File: config.mk
export PLATFORM = sky130hd
export DESIGN_NAME = slice_pg_ctrl
export DESIGN_NICKNAME = d
export VERILOG_FILES = /design/src/rtl/slice_pg_ctrl.sv
export SDC_FILE = /design/constraint.sdc
export NUM_CORES = 1
export LEC_CHECK = 0
export BUFFER_PORTS_ARGS = -buffer_cell sky130_fd_sc_hd__buf_2
export CORE_MARGIN = 4
export CORE_UTILIZATION = 46
export DETAILED_ROUTE_END_ITERATION = 6
export PLACE_DENSITY = 0.69
export SLEW_MARGIN = 30
export SYNTH_ARGS = -nofsm -noshare
export SYNTH_HDL_FRONTEND = slang
export SYNTH_SLANG_ARGS = --single-unit
File: constraint.sdc
create_clock -name clk -period 2.5 [get_ports clk]
set_clock_uncertainty 0.1 [all_clocks]
set_input_delay 0.25 -clock clk [delete_from_list [all_inputs] [get_ports clk]]
set_output_delay 0.25 -clock clk [all_outputs]
set_load 0.05 [all_outputs]
File: src/rtl/slice_pg_ctrl.sv
module slice_pg_ctrl #(
  parameter int NB       = 4,
  parameter int OCC_W    = 4,
  parameter int HI_TH    = 10,
  parameter int LO_TH    = 3,
  parameter int WAKE_LAT = 10,
  parameter int IDLE_LIM = 16,
  parameter int ACK_LEAD = 3
) (
  input  logic             clk,
  input  logic             rst_n,
  input  logic [OCC_W-1:0] max_occ,
  input  logic             slice_idle,
  input  logic             slice_empty,
  input  logic [NB-1:0]    wake_req,
  output logic             pwr_en,
  output logic             clk_en,
  output logic [NB-1:0]    pwr_ack
);

  localparam int WC_W = $clog2(WAKE_LAT + 1);
  localparam int IC_W = $clog2(IDLE_LIM + 1);
  localparam logic [WC_W-1:0] WC_END  = WC_W'(WAKE_LAT - 1);
  localparam logic [IC_W-1:0] IC_END  = IC_W'(IDLE_LIM - 1);
  localparam logic [IC_W-1:0] IC_DROP = IC_W'(IDLE_LIM - ACK_LEAD);

  typedef enum logic [1:0] {SLEEP = 2'd0, WAKE = 2'd1, ACTIVE = 2'd2} pstate_t;

  pstate_t         st;
  logic [WC_W-1:0] wcnt;
  logic [IC_W-1:0] icnt;

  logic congested, quiet, wake_trig, ack_on;

  assign congested = max_occ > OCC_W'(HI_TH);
  assign quiet     = (max_occ < OCC_W'(LO_TH)) || slice_idle;
  assign wake_trig = (|wake_req) || congested;
  assign ack_on    = (st == ACTIVE) && (icnt < IC_DROP);

  assign pwr_en  = st != SLEEP;
  assign clk_en  = pwr_en || wake_trig;
  assign pwr_ack = {NB{ack_on}};

  always_ff @(posedge clk or negedge rst_n) begin
    if (!rst_n) begin
      st   <= SLEEP;
      wcnt <= '0;
      icnt <= '0;
    end else begin
      case (st)
        SLEEP: begin
          icnt <= '0;
          wcnt <= '0;
          if (wake_trig) st <= WAKE;
        end
        WAKE: begin
          if (wcnt == WC_END) begin
            st   <= ACTIVE;
            wcnt <= '0;
          end else begin
            wcnt <= wcnt + 1'b1;
          end
        end
        ACTIVE: begin
          if (wake_trig || !quiet) begin
            icnt <= '0;
          end else if (icnt == IC_END) begin
            if (slice_empty) begin
              st   <= SLEEP;
              icnt <= '0;
            end
          end else begin
            icnt <= icnt + 1'b1;
          end
        end
        default: st <= SLEEP;
      endcase
    end
  end

  assert_ack_needs_power_R10: assert property (@(posedge clk) disable iff (!rst_n)
    (|pwr_ack) |-> pwr_en);

  assert_clock_covers_power_R4: assert property (@(posedge clk) disable iff (!rst_n)
    pwr_en |-> clk_en);

  assert_sleep_holds_R11: assert property (@(posedge clk) disable iff (!rst_n)
    (st == SLEEP && !wake_trig) |=> (st == SLEEP));

  assert_sleep_exits_via_wake_R2: assert property (@(posedge clk) disable iff (!rst_n)
    (st == SLEEP && wake_trig) |=> (st == WAKE));

  assert_no_early_ack_R5: assert property (@(posedge clk) disable iff (!rst_n)
    $rose(pwr_en) |-> (pwr_ack == '0));

  assert_ack_gone_before_cut_R6: assert property (@(posedge clk) disable iff (!rst_n)
    $fell(pwr_en) |-> ($past(pwr_ack) == '0));

  assert_cut_only_when_drained_R8: assert property (@(posedge clk) disable iff (!rst_n)
    $fell(pwr_en) |-> $past(slice_empty));

endmodule

After elaboration in Yosys (flattened, before gate mapping)
Index checks and enable logic that the tools add are counted.
{"block": "totals", "reg_bits": 11, "input_bits": 12, "output_inout_bits": 6, "elab_cells": 43}
{"block": "classes", "add_sub_neg": 2, "magnitude_cmp": 3, "n_eq_ne": 10, "muxes": 12, "reduce_logical": 13}
{"cell": "$mux W5", "count": 3}
{"cell": "$mux W2", "count": 5}
{"cell": "$pmux W5 S2", "count": 1}
{"cell": "$ne A2 B2 Y1 const B", "count": 4}
{"cell": "$pmux W4 S2", "count": 1}
{"cell": "$pmux W2 S3", "count": 1}
{"cell": "$reduce_bool A2 Y1", "count": 3}
{"cell": "$add A5 B1 Y5 const B", "count": 1}
{"cell": "$eq A5 B4 Y1 const B", "count": 1}
{"cell": "$lt A5 B4 Y1 const B", "count": 1}
{"cell": "$reduce_and A5 Y1", "count": 1}
{"cell": "$add A4 B1 Y4 const B", "count": 1}
{"cell": "$eq A4 B4 Y1 const B", "count": 1}
{"cell": "$gt A4 B4 Y1 const B", "count": 1}
{"cell": "$logic_or A1 B1 Y1", "count": 4}
{"cell": "$lt A4 B2 Y1 const B", "count": 1}
{"cell": "$mux W4", "count": 1}
{"cell": "$ne A4 B4 Y1 const B", "count": 1}
{"cell": "$reduce_or A4 Y1", "count": 1}
{"cell": "$eq A2 B1 Y1 const B", "count": 1}
{"cell": "$eq A2 B2 Y1 const B", "count": 1}
{"cell": "$logic_not A2 Y1", "count": 1}
{"cell": "$ne A2 B1 Y1 const B", "count": 1}
{"cell": "$reduce_and A2 Y1", "count": 1}
{"cell": "2 further kinds", "count": 2}

Longest topological paths before layout
{"block": "depth", "word_depth": 6, "depth_mapped": 6, "ltp_nobuf": 6}

Worst setup path before layout
No wires, ideal clock.
{"block": "synth_path", "path_kind": "register to output", "start": "register st[1]", "end": "output port clk_en", "arrival_time_ps": 1451, "t_required_ps": 2150, "setup_slack_ps": 699, "path_stages_with_launch": 4, "n_path_buf": 1, "cell_sequence": "dfrtp_1 -> clkbuf_1 -> or2_2 -> or2_2"}
{"block": "synth_between", "elab_chain_len": 2}
{"element": "start, declared", "line_no": "29", "text": "pstate_t st;"}
{"element": "start signal, assigned", "line_no": "46", "text": "st <= SLEEP;"}
{"element": "start signal, assigned", "line_no": "54", "text": "if (wake_trig) st <= WAKE;"}
{"element": "start signal, assigned", "line_no": "58", "text": "st <= ACTIVE;"}
{"element": "$reduce_bool A2 Y1", "line_no": "40", "text": "assign pwr_en = st != SLEEP;"}
{"element": "net pwr_en", "line_no": "16", "text": "output logic pwr_en,"}
{"element": "$logic_or A1 B1 Y1", "line_no": "41", "text": "assign clk_en = pwr_en || wake_trig;"}
{"element": "end, declared", "line_no": "17", "text": "output logic clk_en,"}
The timed path passes the listed nets, and every way through them passes these cells.

Final worst setup path
{"block": "layout_path", "start": "register st[1]", "end": "output port clk_en"}
{"block": "layout_between", "elab_chain_len": 2}
{"element": "$reduce_bool A2 Y1", "line_no": "40"}
{"element": "$logic_or A1 B1 Y1", "line_no": "41"}
No other way between the ends.

==> results.cfg <==
[timing]
drv_slew = 0
finalHoldViolations = 0
setup_viol = 0
fmaxAchievable_ghz = 0.5125
hold-worst-slack_ns = 0.2243
fin_crit_sh_pct = 78.06
post-route-min-period_ns = 1.951
grt_setup_unrepaired = false
fin_setup_tns_ns = 0
transition_time_of_the_tightest_slew_check_pin_ns = 0.3598
timing.slew.headroom_pct = 75.83

[yosys]
async_flop_share_pct = 100.0
postSynthRegisterBits = 11
syn-mean-instance-area_um2 = 9.818
count_of_flip_flops_with_a_built_in_enable_after_synthesis = 0
cells_taking_the_most_area_after_synthesis = sky130_fd_sc_hd__dfrtp_1 39%, sky130_fd_sc_hd__ha_1 5.3%, sky130_fd_sc_hd__buf_4 4.2%
synth_top_area_share_pct = 38.94
synth_commonest_cells = 11 x sky130_fd_sc_hd__dfrtp_1, 6 x sky130_fd_sc_hd__nand2_1, 5 x sky130_fd_sc_hd__inv_1, 5 x sky130_fd_sc_hd__nand3_1, 5 x sky130_fd_sc_hd__o21ai_0
syn_nets = 87
synth_most_common_cell = sky130_fd_sc_hd__dfrtp_1
synthesis.instances = 72
yosys_warnings = 0
mappedNetlistArea_um2 = 706.9
synth_area_leader_cell = sky130_fd_sc_hd__dfrtp_1
sequential_to_total_area_share_from_yosys_stat_pct = 38.94
ys_dominant_reg_cell = sky130_fd_sc_hd__dfrtp_1
synth_cell_types = 33

[cts]
clock_tree.buffer_depth = 2
cts.root.buffer_cell = sky130_fd_sc_hd__clkbuf_4
postCtsHoldBufs = 1
tritoncts_clock_tree = built
numCtsBuffers = 3
post-cts-setup-buffer-count = 0
cts.htree.levels = 1
clk-insertion-delay-late_ns = 0.26
worst_setup_hold_path_clk_slew_ns = 0.07
cts.repair.resized = 0
clkSinkCount = 11

[route]
dr_total_vias = 586
first_iter_violations = 12
totalWireLength_um = 1334
ant_nets = 0
post-route-drc-count = 0
firstDrtPassIters = 4
routed_via_density = 5.635
drt-wirelength-per-cell_um = 12.83

[finish]
finalNetCount = 105
layout-area-overhead-vs-synth_pct = 15.22
fill_cells = 131
multi_input_comb_area_um2 = 379.1
final_core_util_pct = 59.62
post_route_cells_drive_above_1_share_pct = 34.83
stdcell_count = 104
final_area_um2 = 814.5
area_of_all_sequential_standard_cells_um2 = 275.3
num_antenna_cells = 0

[pwr]
powerDensity_mw_per_mm2 = 689.1
vdd_ir_drop_max_mv = 0.4206
p_leak_nw = 0.4025

[floorplan]
fp.dieW_um = 47.20
die_h_um = 47.20
initial_utilization_pct = 51.74
fp-row-count = 13
ioPinCount = 18
area_of_the_core_mm2 = 0.001366
design.die.area_mm2 = 0.002228

[critical_path]
crit_path_frequent_cell = sky130_fd_sc_hd__or2_2
cp_cell_sequence = or2_2 -> or2_2 -> buf_2
cp_slowest_cell = sky130_fd_sc_hd__dfrtp_1
path_class = reg2out
max_stage_delay_ns = 0.51
worstRegToRegCells = 5
critical_path_required_ns = 2.15
arrival_ns = 1.60
cp-end-kind = output pin
worst_setup_path_start_kind = flip-flop
cp_max_fo = 11

[place]
placement.io_buffers = 17
dp_hpwl_um = 1090
dpl-instance-area_um2 = 777.0
dp_cell_count = 99
gpl.final_weighted_congestion = 0.7280

[global_routing]
grt_max_degree = 12
grt_antenna_before_repair = 0
grt_pass1_vias = 526
global_route.overflow_total = 0
grt_usage_pct = 13.89
grt_pass1_wl_um = 2132

[min_path]
path_class_of_the_lowest_slack_min_delay_path = in2reg
whs_path_depth = 4

[flow_run]
max-cap-violations = 0

[outcome]
run_status = complete, no violations
==> worst paths after layout <==
kind | from | endpoint | slack [ns]
worst max-delay path | st[1] | clk_en | 0.55
worst min-delay path | wake_req[2] | icnt[2] | 0.22
worst max register to register | icnt[0] | icnt[3] | 0.82
worst min register to register | wcnt[3] | wcnt[3] | 0.41
max in group asynchronous | rst_n | icnt[4] | 1.83
min in group asynchronous | rst_n | wcnt[1] | 0.27
==> layer usage <==
| layer | up-vias | track usage (%) | wire length (µm) |
|---|---|---|---|
| met5 | - | 0 | 0 |
| met4 | 0 | 4.972 | 9 |
| met3 | 2 | 6.130 | 74 |
| met2 | 16 | 22.22 | 690 |
| met1 | 274 | 16.55 | 559 |
| li1 | 294 | - | - |
==> logic make-up after synthesis <==
logic type	Yosys count	synth area share, %
AO/OA/AOI/OAI	19	19.12
multiplexers	1	1.416
buffers and inverters	10	7.434
AND/OR/NAND/NOR	27	26.20
adder cells (fa/ha/maj)	4	6.903
flip-flops	11	38.94
==> placed cells by master, fill, tap and decap left out, types with 2 or more instances in the layout <==
master and count:
sky130_fd_sc_hd__a21oi_1 4, sky130_fd_sc_hd__or2_2 2, sky130_fd_sc_hd__buf_2 17, sky130_fd_sc_hd__nand2_1 6
sky130_fd_sc_hd__nor3_1 2, sky130_fd_sc_hd__nand3_1 5, sky130_fd_sc_hd__ha_1 3, sky130_fd_sc_hd__nand2b_1 3
sky130_fd_sc_hd__clkbuf_4 3, sky130_fd_sc_hd__dfrtp_1 11, sky130_fd_sc_hd__o21ai_0 5, sky130_fd_sc_hd__inv_1 5
==> power by group <==
group	internal, W	switching [W]
clock	0.0000591	0.0000579
sequential	0.000214	0.0000450
combinational	0.0000795	0.000106
total	0.000352	0.000209
==> stage by stage <==
| step | total power (W) | setup WS [ns] |
|---|---|---|
| CTS | 0.0005700 | 0.5384 |
| finish | 0.0005613 | 0.5486 |
| floorplan | 0.0004013 | 0.6989 |
| global placement | 0.0004438 | 0.7396 |
| global route | 0.0006125 | 0.4706 |
| detailed placement | 0.0004486 | 0.7141 |
==> cell type report <==
type                            instances  area share, %
Tap cell                               15          2.304
Timing Repair Buffer                   18          11.67
Multi-Input combinational cell         51          46.54
Inverter                                5          2.304
Sequential cell                        11          33.79
Clock buffer                            3          2.765
Clock inverter                          1         0.6144
==> sequential cells by signal, indices dropped and copies added, names as in the netlist <==
name and count:
icnt 5, st 2, wcnt 4
==> critical path, delay by kind of cell, from the launching register on <==
family / cells / cell delay (ns)
AND/OR/NAND/NOR: 2 / 0.61
flip-flops: 1 / 0.51
buffers and inverters: 1 / 0.21
Power figures use the tool's default switching activity.
